===== src/rtl/vint_pkg.sv =====
package vint_pkg;
  typedef enum logic [1:0] {
    SVC_NONE  = 2'd0,
    SVC_FIXED = 2'd1,
    SVC_VEC   = 2'd2,
    SVC_HALT  = 2'd3
  } svc_kind_e;

  typedef enum logic [1:0] {
    ST_IDLE  = 2'd0,
    ST_ACK   = 2'd1,
    ST_OFFER = 2'd2
  } ctl_state_e;

  localparam logic [15:0] VEC_FIX_HI = 16'o100;
  localparam logic [15:0] VEC_FIX_LO = 16'o270;
  localparam logic [15:0] VEC_HALT   = 16'h0000;
endpackage


===== src/rtl/vint_sync.sv =====
module vint_sync #(
  parameter int W = 4,
  parameter int STAGES = 2,
  parameter logic [W-1:0] RST_VAL = '0
) (
  input  logic         clk,
  input  logic         rst_n,
  input  logic [W-1:0] d,
  output logic [W-1:0] q
);
  logic [W-1:0] stg [STAGES];

  generate
    for (genvar s = 0; s < STAGES; s++) begin : g_stage
      if (s == 0) begin : g_first
        always_ff @(posedge clk) begin
          if (!rst_n) stg[0] <= RST_VAL;
          else        stg[0] <= d;
        end
      end else begin : g_next
        always_ff @(posedge clk) begin
          if (!rst_n) stg[s] <= RST_VAL;
          else        stg[s] <= stg[s-1];
        end
      end
    end
  endgenerate

  assign q = stg[STAGES-1];
endmodule


===== src/rtl/vint_chain_elem.sv =====
module vint_chain_elem #(
  parameter int VW = 16
) (
  input  logic          clk,
  input  logic          rst_n,
  input  logic          iak_in,
  input  logic          req,
  input  logic [VW-1:0] vec,
  output logic          iak_out,
  output logic          claim,
  output logic [VW-1:0] vec_drv
);
  logic claim_q;

  // A requesting slot keeps the grant; others pass it on.
  assign iak_out = iak_in & ~req;

  // One-cycle reply pulse per grant.
  always_ff @(posedge clk) begin
    if (!rst_n) claim_q <= 1'b0;
    else        claim_q <= iak_in & req & ~claim_q;
  end

  assign claim   = claim_q;
  assign vec_drv = claim_q ? vec : '0;
endmodule


===== src/rtl/vint_ack_fsm.sv =====
module vint_ack_fsm
  import vint_pkg::*;
#(
  parameter int VW  = 16,
  parameter int TMO = 64
) (
  input  logic          clk,
  input  logic          rst_n,
  input  logic          bnd,
  input  logic          int_en,
  input  logic          halt_s,
  input  logic          fhi_s,
  input  logic          flo_s,
  input  logic          virq_s,
  input  logic          rply,
  input  logic [VW-1:0] ad,
  input  logic          svc_ready,
  output logic          rd_strobe,
  output logic          iak,
  output logic          svc_valid,
  output logic [1:0]    svc_kind,
  output logic [VW-1:0] svc_vector,
  output logic          ack_timeout
);
  localparam int CW = $clog2(TMO + 1);
  localparam logic [CW-1:0] CNT_LAST = CW'(TMO - 1);

  ctl_state_e    state;
  logic [CW-1:0] cnt;
  svc_kind_e     kind_q;
  logic [VW-1:0] vec_q;
  logic          tmo_q;

  always_ff @(posedge clk) begin
    if (!rst_n) begin
      state  <= ST_IDLE;
      cnt    <= '0;
      kind_q <= SVC_NONE;
      vec_q  <= '0;
      tmo_q  <= 1'b0;
    end else begin
      tmo_q <= 1'b0;
      unique case (state)
        ST_IDLE: begin
          if (bnd) begin
            if (halt_s) begin
              state  <= ST_OFFER;
              kind_q <= SVC_HALT;
              vec_q  <= VW'(VEC_HALT);
            end else if (int_en && fhi_s) begin
              state  <= ST_OFFER;
              kind_q <= SVC_FIXED;
              vec_q  <= VW'(VEC_FIX_HI);
            end else if (int_en && flo_s) begin
              state  <= ST_OFFER;
              kind_q <= SVC_FIXED;
              vec_q  <= VW'(VEC_FIX_LO);
            end else if (int_en && virq_s) begin
              state <= ST_ACK;
              cnt   <= '0;
            end
          end
        end
        ST_ACK: begin
          if (rply) begin
            state  <= ST_OFFER;
            kind_q <= SVC_VEC;
            vec_q  <= ad;
          end else if (cnt == CNT_LAST) begin
            state <= ST_IDLE;
            tmo_q <= 1'b1;
          end else begin
            cnt <= cnt + 1'b1;
          end
        end
        ST_OFFER: begin
          if (svc_ready) state <= ST_IDLE;
        end
        default: state <= ST_IDLE;
      endcase
    end
  end

  assign rd_strobe   = (state == ST_ACK);
  assign iak         = (state == ST_ACK);
  assign svc_valid   = (state == ST_OFFER);
  assign svc_kind    = kind_q;
  assign svc_vector  = vec_q;
  assign ack_timeout = tmo_q;

  AST_OFFER_HELD: assert property (@(posedge clk) disable iff (!rst_n)
    svc_valid && !svc_ready |=> svc_valid && $stable(svc_vector) && $stable(svc_kind));
  AST_ACK_AT_BND: assert property (@(posedge clk) disable iff (!rst_n)
    $rose(rd_strobe) |-> $past(bnd));
  AST_TMO_QUIET: assert property (@(posedge clk) disable iff (!rst_n)
    ack_timeout |-> !rd_strobe && !svc_valid);
  AST_FIXED_UNMASKED: assert property (@(posedge clk) disable iff (!rst_n)
    $rose(svc_valid) && svc_kind == SVC_FIXED |-> $past(int_en) && !$past(rd_strobe));
endmodule


===== src/rtl/vint_ack_ctrl.sv =====
module vint_ack_ctrl
  import vint_pkg::*;
#(
  parameter int NDEV = 4,
  parameter int VW   = 16,
  parameter int TMO  = 64
) (
  input  logic               clk,
  input  logic               rst_n,
  input  logic               instr_bnd,
  input  logic               int_en,
  input  logic               halt_n,
  input  logic               fix_hi_req,
  input  logic               fix_lo_req,
  input  logic [NDEV-1:0]    dev_req,
  input  logic [NDEV*VW-1:0] dev_vec,
  output logic               svc_valid,
  input  logic               svc_ready,
  output logic [1:0]         svc_kind,
  output logic [VW-1:0]      svc_vector,
  output logic               rd_strobe,
  output logic               iak_out,
  output logic               ack_timeout
);
  localparam int NSRC = 4;

  logic [NSRC-1:0] raw, synced;
  logic            halt_s, fhi_s, flo_s, virq_s;
  logic            iak;
  logic [NDEV:0]   gchain;
  logic [NDEV-1:0] claim;
  logic [VW-1:0]   vdrv [NDEV];
  logic [VW-1:0]   ad;
  logic            rply;

  assign raw = {halt_n, fix_hi_req, fix_lo_req, |dev_req};

  vint_sync #(.W(NSRC), .STAGES(2), .RST_VAL(4'b1000)) u_sync (
    .clk(clk), .rst_n(rst_n), .d(raw), .q(synced)
  );

  assign halt_s = ~synced[3];
  assign fhi_s  = synced[2];
  assign flo_s  = synced[1];
  assign virq_s = synced[0];

  assign gchain[0] = iak;

  generate
    for (genvar i = 0; i < NDEV; i++) begin : g_slot
      vint_chain_elem #(.VW(VW)) u_elem (
        .clk(clk), .rst_n(rst_n),
        .iak_in(gchain[i]), .req(dev_req[i]),
        .vec(dev_vec[i*VW +: VW]),
        .iak_out(gchain[i+1]), .claim(claim[i]), .vec_drv(vdrv[i])
      );
    end
  endgenerate

  always_comb begin
    ad = '0;
    for (int i = 0; i < NDEV; i++) ad = ad | vdrv[i];
  end

  assign rply = |claim;

  vint_ack_fsm #(.VW(VW), .TMO(TMO)) u_fsm (
    .clk(clk), .rst_n(rst_n), .bnd(instr_bnd), .int_en(int_en),
    .halt_s(halt_s), .fhi_s(fhi_s), .flo_s(flo_s), .virq_s(virq_s),
    .rply(rply), .ad(ad), .svc_ready(svc_ready),
    .rd_strobe(rd_strobe), .iak(iak), .svc_valid(svc_valid),
    .svc_kind(svc_kind), .svc_vector(svc_vector), .ack_timeout(ack_timeout)
  );

  assign iak_out = iak;

  AST_ONE_CLAIM: assert property (@(posedge clk) disable iff (!rst_n)
    $onehot0(claim));
  AST_RPLY_IN_ACK: assert property (@(posedge clk) disable iff (!rst_n)
    rply |-> rd_strobe);
endmodule


===== config.mk =====
export PLATFORM = sky130hd
export DESIGN_NAME = vint_ack_ctrl
export DESIGN_NICKNAME = d
export VERILOG_FILES = /design/src/rtl/vint_pkg.sv /design/src/rtl/vint_sync.sv /design/src/rtl/vint_chain_elem.sv /design/src/rtl/vint_ack_fsm.sv /design/src/rtl/vint_ack_ctrl.sv
export SDC_FILE = /design/constraint.sdc
export NUM_CORES = 1
export LEC_CHECK = 0
export BUFFER_PORTS_ARGS = -buffer_cell sky130_fd_sc_hd__buf_2
export CAP_MARGIN = 20
export CORE_MARGIN = 2
export CORE_UTILIZATION = 40
export DETAILED_ROUTE_END_ITERATION = 10
export GPL_ROUTABILITY_DRIVEN = 0
export PLACE_DENSITY = 0.72
export SLEW_MARGIN = 20
export SYNTH_ARGS = -nofsm -noshare
export SYNTH_HDL_FRONTEND = slang
export SYNTH_SLANG_ARGS = --single-unit

===== constraint.sdc =====
create_clock -name clk -period 2 [get_ports clk]
set_clock_uncertainty 0.2 [all_clocks]
set_input_delay 0.2 -clock clk [delete_from_list [all_inputs] [get_ports clk]]
set_output_delay 0.2 -clock clk [all_outputs]
set_load 0.05 [all_outputs]

After elaboration in Yosys (flattened, before gate mapping). Memories as Yosys holds them, arrays and structs flattened. Index checks and enable logic that the tools add are counted.

Flip-flop bits (word level): 32. Memory bits (writable): 8. Input port bits: 76. Output and inout bits: 22. Logic and storage cells: 100. Memories kept: 1.

Add/sub/neg operators: 1. Equality and inequality tests: 15. Mux-type cells: 38. Bitwise logic cells: 25. Reduce and logical (&&, ||, !) cells: 11.

Memories: u_sync.stg (words 2, width 4, rd ports 2, clocked after Yosys merged registers in 0, wr ports 2, line vint_sync.sv:11) `logic [W-1:0] stg [STAGES];`.

Operators by type and width (count): 16-bit two-way mux (9); 7-bit two-way mux (7); 16-bit bitwise OR (3); 16-bit case mux with 2 select lines (1); 2-bit two-way mux (13); 2-bit inequality test, second input constant (7); 7-bit case mux with 2 select lines (1); 1-bit bitwise AND (11); 1-bit inverter (9); 4-bit two-way mux (2); 4-bit AND reduction (2); 8-bit AND reduction (1); 4-bit OR reduction (2); 7-bit by 1-bit adder with 7-bit output, second input constant (1); 7-bit by 6-bit == test with 1-bit output, second input constant (1); 2-bit case mux with 3 select lines (1); 6-bit OR reduction (1); 5-bit by 2-bit inequality test with 1-bit output, second input constant (1); 2-bit by 1-bit inequality test with 1-bit output, second input constant (2); 4-bit by 2-bit inequality test with 1-bit output, second input constant (1); 2-bit case mux with 2 select lines (1); 1-bit logical AND (3); 1-bit two-way mux (3); 3-bit by 2-bit inequality test with 1-bit output, second input constant (1); 5 further kinds (6).

Logic depth before layout (Yosys ltp). Gate-level depths: netlist of the first run.

Depth after elaboration: 7. Mapped depth: 7. Gate-level depth less buffers: 5.

By module. Synthesis of the first run repeated with hierarchy kept, for this count alone.

Cells, all modules: 243. Area, all modules: 2294.7 µm².

By module, submodules not included: vint_ack_fsm (times used 1, cells an instance 128, area an instance 1290.0 µm², seq. area each 560.5 µm²); vint_chain_elem (times used 4, cells an instance 20, area an instance 163.9 µm², seq. area each 20.0 µm²); vint_sync (times used 1, cells an instance 16, area an instance 210.2 µm², seq. area each 160.2 µm²); vint_ack_ctrl (times used 1, cells an instance 19, area an instance 138.9 µm², seq. area each 0.0 µm²).

Least setup slack after synthesis of the first run. OpenSTA, ideal clock, no wires.

Kind: register -> register. From: register u_fsm.state[0]. To: register u_fsm.vec_q[6] (netlist: u_fsm.svc_vector[6]). Library setup time: 0.136 ns. Arrival time: 1.532 ns. Required time: 1.664 ns. Path slack: 0.132 ns. Cell stages (with the launch flop): 7. Path buffers: 1. Clock period less this slack: 1.868 ns. Path through: dfxtp_1 -> nand2b_1 -> buf_2 -> inv_1 -> nor3b_1 -> a2111oi_0 -> a211oi_1.

Cells in the longest elaborated chain, start to end: 3. Elaborated cells on any way between the ends: 8. Classes of those cells: eq/ne (4); mux (1); reduce/logical (3).

RTL lines: from (decl) (line vint_ack_fsm.sv:28) `ctl_state_e state;`; from (signal assigned) (line vint_ack_fsm.sv:36) `state <= ST_IDLE;`; from (signal assigned) (line vint_ack_fsm.sv:47) `state <= ST_OFFER;`; from (signal assigned) (line vint_ack_fsm.sv:51) `state <= ST_OFFER;`; 2-bit by 1-bit == test with 1-bit output *; net iak_out (line vint_ack_ctrl.sv:22) `output logic iak_out,`; 2-bit inequality test (no line) / 2-bit nonzero test (equally long branches); 4-bit AND reduction (no line); to (signal assigned) (line vint_ack_fsm.sv:49) `vec_q <= VW'(VEC_HALT);`; to (signal assigned) (line vint_ack_fsm.sv:53) `vec_q <= VW'(VEC_FIX_HI);`; to (signal assigned) (line vint_ack_fsm.sv:57) `vec_q <= VW'(VEC_FIX_LO);`; to (decl) (line vint_ack_fsm.sv:31) `logic [VW-1:0] vec_q;`.

The timed path passes the listed nets; every way through them passes the cells marked *. A chain may end at the register's enable or synchronous reset.

Worst setup path in the final report of the first run.
From: register u_fsm.state[0]. To: output iak_out.

Cells in the longest elaborated chain, start to end: 1.

RTL lines: 2-bit by 1-bit == test with 1-bit output (line vint_ack_fsm.sv:85) `assign iak = (state == ST_ACK);`; to (decl) (line vint_ack_ctrl.sv:22).

No other way between the ends.

==> insert_results.sql, run 1 <==
INSERT INTO impl_metrics (metric_group, metric, value, unit) VALUES
('floorplanning', 'std_cell_rows', '25', ''),
('yosys', 'post-synth-top-area-fraction', '42.27', '%'),
('yosys', 'synth.cell_area', '1894', 'sq um'),
('clock_tree', 'clock_tree.htree_level_count', '2', ''),
('timing', 'min_period', '1.812', 'ns'),
('yosys', 'seq_area_frac_synth', '42.27', '%'),
('yosys', 'synth_top_cell_by_area', 'dfxtp_1', ''),
('worst_setup_path', 'path_cells', 'nand2b_1, inv_1, buf_4, buf_2', ''),
('cells_and_area', 'final_cell_mix', 'buf_2 (97), dfxtp_1 (40), nand2_1 (22)', ''),
('worst_setup_path', 'path_max_fanout', '6', ''),
('placement', 'pre_cts_ws', '0.1165', 'ns'),
('timing', 'final.setup.tns', '0', 'ns'),
('power_and_ir_drop', 'ir_drop', '0.3127', 'mV'),
('floorplanning', 'dieHeight', '72.82', 'um'),
('yosys', 'synth.distinct_cells', '44', ''),
('placement', 'dp_hpwl', '4044', 'um'),
('cells_and_area', 'num_antenna_cells', '0', ''),
('yosys', 'netlist_top_cells_area', 'dfxtp_1 (42%), a221oi_1 (5.1%), a22o_1 (5.1%)', ''),
('yosys', 'synthesis.area_per_instance', '9.286', 'sq um'),
('timing', 'slew_headroom', '65.60', '%'),
('worst_setup_path', 'worstSetupEndpointType', 'primary output', ''),
('floorplanning', 'core_region_area', '4629', 'sq um'),
('run_status', 'run_status', 'finished clean', ''),
('floorplanning', 'design.portCount', '98', ''),
('timing', 'fin_crit_sh', '90.62', '%'),
('cells_and_area', 'ratio_of_cells_with_drive_above_1_in_the_final_layout', '41.67', '%'),
('drt', 'viasPerCell', '5.648', ''),
('floorplanning', 'die_area', '5302', 'sq um'),
('floorplanning', 'floorplan.initialDensity', '40.92', '%'),
('clock_tree', 'clkLatencyLatePin', '0.29', 'ns'),
('floorplanning', 'chipWidth', '72.82', 'um'),
('worst_setup_path', 'reg2reg_to', 'u_fsm.svc_vector[3]', ''),
('job', 'number_of_maximum_capacitance_constraint_violations', '0', ''),
('timing', 'slew_viol_final', '0', ''),
('grt', 'overflow', '0', ''),
('worst_setup_path', 'startpoint_type', 'flip-flop', ''),
('power_and_ir_drop', 'power-per-cell-area', '605.1', 'nW/um^2'),
('clock_tree', 'cts.sink_count', '40', ''),
('yosys', 'yosys_warnings', '0', ''),
('min_path', 'worst_hold_path_type', 'input port to flip-flop', ''),
('drt', 'drcViolationCount', '0', ''),
('worst_setup_path', 'timing.critical_path.required', '1.60', 'ns'),
('timing', 'max_clock_freq', '551.8', 'MHz'),
('grt', 'globalRouteTotalUtil', '21.45', '%'),
('drt', 'totalWireLength', '5522', 'um'),
('timing', 'worst-slew-pin-transition', '0.5112', 'ns'),
('clock_tree', 'cts_root_buffer', 'clkbuf_8', ''),
('yosys', 'syn-num-nets', '281', ''),
('cells_and_area', 'finalCoreUtilization', '56.95', '%'),
('grt', 'grt_antenna_before_repair', '0', ''),
('worst_setup_path', 'regToRegSetupSlack', '0.20', 'ns'),
('worst_setup_path', 'timing.setup.critical_path_class', 'flip-flop to primary output', ''),
('timing', 'setup_viol', '0', ''),
('worst_setup_path', 'worstPathArrival', '1.41', 'ns'),
('clock_tree', 'tritoncts', 'built', ''),
('clock_tree', 'cts_inserted_buffers', '5', ''),
('yosys', 'flip_flop_cell_with_the_highest_count_after_synthesis', 'dfxtp_1', ''),
('worst_setup_path', 'rr_startpoint', 'g_slot[0].u_elem.claim', ''),
('drt', 'iteration_count_of_the_initial_detailed_routing_pass', '4', ''),
('drt', 'initialDrtViolationCount', '179', ''),
('cells_and_area', 'most_common_library_cell_in_the_layout_ignoring_fill_and_taps', 'buf_2', ''),
('grt', 'largest_net_degree_at_the_start_of_global_routing', '19', ''),
('timing', 'grt_setup_unrepaired', 'false', ''),
('worst_setup_path', 'worstRegToRegCells', '4', ''),
('drt', 'routed-via-count', '2067', ''),
('yosys', 'synth_edf_count', '0', ''),
('yosys', 'synth.ff_latch_count', '40', ''),
('worst_setup_path', 'critPathSlowestCell', 'dfxtp_1', ''),
('cells_and_area', 'synthToLayoutAreaGrowth', '39.17', '%'),
('yosys', 'ys_async_sr_fraction', '0', '%'),
('cells_and_area', 'finish.net_count', '388', '');
[report_power, final]
group | internal (mW) | leakage, nW | total (mW) | switching, mW
logic | 0.106 | 0.803 | 0.221 | 0.115
registers | 0.815 | 0.325 | 0.825 | 0.00994
clock network | 0.280 | 0.0445 | 0.549 | 0.269
[cell type report]
class / instances / area (sq um)
Multi-Input combinational cell: 144 / 998.5
Sequential cell: 40 / 800.8
Timing Repair Buffer: 117 / 664.4
Inverter: 3 / 11.26
Clock buffer: 7 / 86.33
Clock inverter: 1 / 7.507
Tap cell: 54 / 67.56
Fill cell: 444 / 1993
[cell usage after synthesis, drive strengths merged, types with 2 or more instances]
cell type,number
a211oi,2
a21o,3
a21oi,14
a221oi,11
a22o,11
a22oi,10
a31oi,4
and2,6
and3,2
and4b,2
buf,11
clkbuf,6
dfxtp,40
inv,3
nand2,24
nand2b,6
nand3,3
nor2,4
nor3,2
nor3b,3
nor4,3
nor4b,3
o21ai,4
o221a,6
o22ai,11
[worst max path at each step]
stage                            from                      to  slack, ns  cells after the start
2_1_floorplan          u_fsm.state[0]     u_fsm.svc_vector[6]       0.13                      6
5_1_grt                    dev_req[0]        u_sync.stg[0][0]       0.10                      5
6_report               u_fsm.state[0]                 iak_out       0.19                      4
3_3_place_gp   g_slot[0].u_elem.claim     u_fsm.svc_vector[3]       0.18                      4
4_1_cts                u_fsm.state[1]  g_slot[1].u_elem.claim       0.08                      5
3_5_place_dp         u_sync.stg[1][2]     u_fsm.svc_vector[7]       0.12                      4
[worst max-delay path, delay by kind of cell (launching register included)]
kind          cells  cell delay [ns]
simple gates      1             0.20
buf+inv           3             0.55
flops             1             0.38
[flip-flops by register name (all words and copies together) (netlist names)]
signal	cells
g_slot.u_elem.claim	4
u_fsm.ack_timeout	1
u_fsm.cnt	7
u_fsm.state	2
u_fsm.svc_kind	2
u_fsm.svc_vector	16
u_sync.stg	8
[through the flow]
step	std cells	hold slack, ns	cell area [sq um]
after CTS	366	0.006587	2616
after global placement	349	0.1910	2432
after detailed placement	349	0.1900	2432
after floorplan	204	0.07734	1894
after global routing	366	0.01764	2636
final	366	0.01927	2636
[kinds of logic (layout without fill, tap and decap cells)]
| family | Yosys count | after routing | synth area share [%] |
|---|---|---|---|
| buffers and inverters | 20 | 128 | 5.746 |
| and+or+nand+nor | 62 | 62 | 18.76 |
| DFF | 40 | 40 | 42.27 |
| AOI/OAI and AO/OA | 80 | 80 | 32.03 |
| adders and majority gates | 1 | 1 | 0.6604 |
| muxes | 1 | 1 | 0.5284 |
[layer usage]
metal,track usage (%),vias to the layer above,part of all wire [%]
li1,-,1007,-
met1,27.16,965,44
met2,36.67,93,49
met3,5.110,2,7.0
met4,5.556,0,0.60
met5,0,-,0
[repair_timing]
item                                   4_1_cts  5_1_grt
endpoints found under the hold margin        9        0
gates resized for setup                      0        4
setup endpoints to repair                    0        7
setup buffers                                0        0
hold buffers                                 9        0
Note: power is estimated with default switching activity, not from simulation.
==> run 2: changes to the inputs <==
- MAX_ROUTING_LAYER: unset -> met4
==> insert_results.sql, run 2 (synthesis gave the netlist of run 1 again) <==
INSERT INTO impl_metrics (metric_group, metric, value, unit) VALUES
('timing', 'min_period', '1.813', 'ns'),
('min_path', 'holdPathStages', '3', ''),
('drt', 'wl_per_cell', '15.11', 'um'),
('drt', 'iteration_count_of_the_initial_detailed_routing_pass', '4', ''),
('grt', 'global_route_wire_length_before_repair', '8873', 'um'),
('worst_setup_path', 'path_cells', 'nand2b_1, inv_1, buf_4, buf_2', ''),
('clock_tree', 'clkLatencyLatePin', '0.29', 'ns'),
('drt', 'routed-via-count', '2065', ''),
('timing', 'setup_viol', '0', ''),
('drt', 'drcViolationCount', '0', ''),
('timing', 'slew_headroom', '65.42', '%'),
('power_and_ir_drop', 'power.switching', '0.3943', 'mW'),
('timing', 'worst-slew-pin-transition', '0.5140', 'ns'),
('grt', 'globalRouteTotalUtil', '22.08', '%'),
('power_and_ir_drop', 'share_clk_of_total_power', '34.4', '%'),
('grt', 'first_global_vias', '1949', ''),
('cells_and_area', 'most_common_library_cell_in_the_layout_ignoring_fill_and_taps', 'buf_2', ''),
('worst_setup_path', 'critPathSlowestCell', 'dfxtp_1', ''),
('job', 'number_of_maximum_capacitance_constraint_violations', '0', ''),
('power_and_ir_drop', 'power.switching_fraction', '24.72', '%'),
('clock_tree', 'clock_tree.htree_level_count', '2', ''),
('floorplanning', 'chipWidth', '72.82', 'um'),
('drt', 'initialDrtViolationCount', '176', ''),
('worst_setup_path', 'critical_path.n_buffers_inverters', '3', ''),
('min_path', 'worst_hold_path_type', 'input port to flip-flop', ''),
('power_and_ir_drop', 'power-per-cell-area', '605.1', 'nW/um^2'),
('placement', 'placement.cell_area', '2432', 'sq um'),
('worst_setup_path', 'timing.setup.critical_path_class', 'flip-flop to primary output', ''),
('timing', 'grt_setup_unrepaired', 'false', ''),
('run_status', 'run_status', 'finished clean', ''),
('timing', 'fin_crit_sh', '90.65', '%'),
('floorplanning', 'core_region_area', '4629', 'sq um'),
('timing', 'max_clock_freq', '551.6', 'MHz'),
('floorplanning', 'die_area', '5302', 'sq um'),
('drt', 'viasPerCell', '5.642', ''),
('clock_tree', 'cts_inserted_buffers', '5', ''),
('grt', 'largest_net_degree_at_the_start_of_global_routing', '19', ''),
('cells_and_area', 'final_design_area_no_fill', '2636', 'sq um'),
('cells_and_area', 'final_cell_mix', 'buf_2 (97), dfxtp_1 (40), nand2_1 (22)', ''),
('placement', 'place.detailed.instances', '349', ''),
('worst_setup_path', 'startpoint_type', 'flip-flop', ''),
('cells_and_area', 'num_antenna_cells', '0', ''),
('clock_tree', 'cts_root_buffer', 'clkbuf_8', ''),
('clock_tree', 'cts.sink_count', '40', ''),
('floorplanning', 'design.portCount', '98', ''),
('worst_setup_path', 'critical_path_depth', '4', ''),
('placement', 'dp_hpwl', '4044', 'um'),
('worst_setup_path', 'worstPathArrival', '1.41', 'ns'),
('worst_setup_path', 'crit_path_max_incr_delay', '0.38', 'ns'),
('cells_and_area', 'finish.net_count', '388', ''),
('power_and_ir_drop', 'leakage', '1.172', 'nW'),
('worst_setup_path', 'worstRegToRegCells', '4', ''),
('worst_setup_path', 'cell_family_contributing_the_most_delay_on_the_critical_path', 'buffers and inverters', ''),
('power_and_ir_drop', 'ir_drop', '0.3127', 'mV'),
('cells_and_area', 'synthToLayoutAreaGrowth', '39.17', '%'),
('worst_setup_path', 'worstSetupEndpointType', 'primary output', ''),
('cells_and_area', 'ratio_of_cells_with_drive_above_1_in_the_final_layout', '41.67', '%'),
('timing', 'slew_viol_final', '0', ''),
('drt', 'totalWireLength', '5530', 'um'),
('timing', 'timing.final.hold_violations', '0', ''),
('clock_tree', 'clock_path_buffers', '2', ''),
('grt', 'grt_antenna_before_repair', '0', ''),
('power_and_ir_drop', 'internal-power', '1.201', 'mW'),
('floorplanning', 'floorplan.initialDensity', '40.92', '%'),
('cells_and_area', 'instances_no_fill', '366', ''),
('power_and_ir_drop', 'share_seq_of_total_power', '51.7', '%'),
('clock_tree', 'clk_transition_reported_paths', '0.08', 'ns'),
('worst_setup_path', 'timing.critical_path.required', '1.60', 'ns'),
('worst_setup_path', 'path_max_fanout', '6', ''),
('floorplanning', 'std_cell_rows', '25', ''),
('placement', 'buffer_ports.inserted', '97', ''),
('floorplanning', 'dieHeight', '72.82', 'um'),
('drt', 'drtAntennaViolNets', '0', ''),
('grt', 'overflow', '0', ''),
('clock_tree', 'tritoncts', 'built', ''),
('timing', 'final.setup.tns', '0', 'ns'),
('cells_and_area', 'max_ffs_per_register', '16', ''),
('power_and_ir_drop', 'share_comb_of_total_power', '13.9', '%');
==> run 2: final timing paths <==
| path | from | endpoint | slack [ns] |
|---|---|---|---|
| hold / removal | dev_req[1] | g_slot[2].u_elem.claim | 0.02 |
| setup / recovery | u_fsm.state[0] | iak_out | 0.19 |
| hold reg to reg | u_sync.stg[0][3] | u_sync.stg[1][3] | 0.21 |
| setup reg to reg | g_slot[0].u_elem.claim | u_fsm.svc_vector[3] | 0.20 |
==> run 2: area by class of cell <==
type / instances / area (sq um)
Fill cell: 444 / 1993
Tap cell: 54 / 67.56
Timing Repair Buffer: 117 / 664.4
Sequential cell: 40 / 800.8
Clock inverter: 1 / 7.507
Multi-Input combinational cell: 144 / 998.5
Clock buffer: 7 / 86.33
Inverter: 3 / 11.26
==> run 2: metal layers <==
layer	wire, um	global-route usage, %	up-vias	share of wire, %
li1	-	-	1007	-
met1	2423	27.33	963	44
met2	2697	36.67	93	49
met3	379	4.834	2	6.9
met4	29	5.556	0	0.52
met5	0	-	-	0
==> run 2: per-stage QoR <==
step	util, %	power, mW	hold WS (ns)	setup slack, ns
2_1_floorplan	-	0.9462	0.07734	0.1316
4_1_cts	56.51	1.609	0.006587	0.07647
5_1_grt	56.95	1.659	0.01765	0.1015
6_report	56.95	1.595	0.01933	0.1870
3_5_place_dp	52.54	1.050	0.1900	0.1165
3_3_place_gp	52.54	1.047	0.1910	0.1786
==> run 2: power by group through the flow <==
| stage | sequential (mW) | clock [mW] | combinational (mW) |
|---|---|---|---|
| after CTS | 0.825 | 0.566 | 0.218 |
| after detailed placement | 0.843 | 0 | 0.207 |
| final | 0.825 | 0.549 | 0.221 |
| after floorplan | 0.871 | 0 | 0.0756 |
| after global placement | 0.843 | 0 | 0.204 |
| after global routing | 0.826 | 0.592 | 0.241 |
==> run 2: tightest hold or removal path, delay by kind of cell <==
family        cells  cell delay, ns
buf+inv           1            0.10
simple gates      2            0.17
==> run 2: what timing repair did <==
action                                  in CTS  in global routing
gates resized for setup                      0                  4
buffers inserted                             0                  0
endpoints found under the setup margin       0                  7
hold buffers                                 9                  0
endpoints found under the hold margin        9                  0
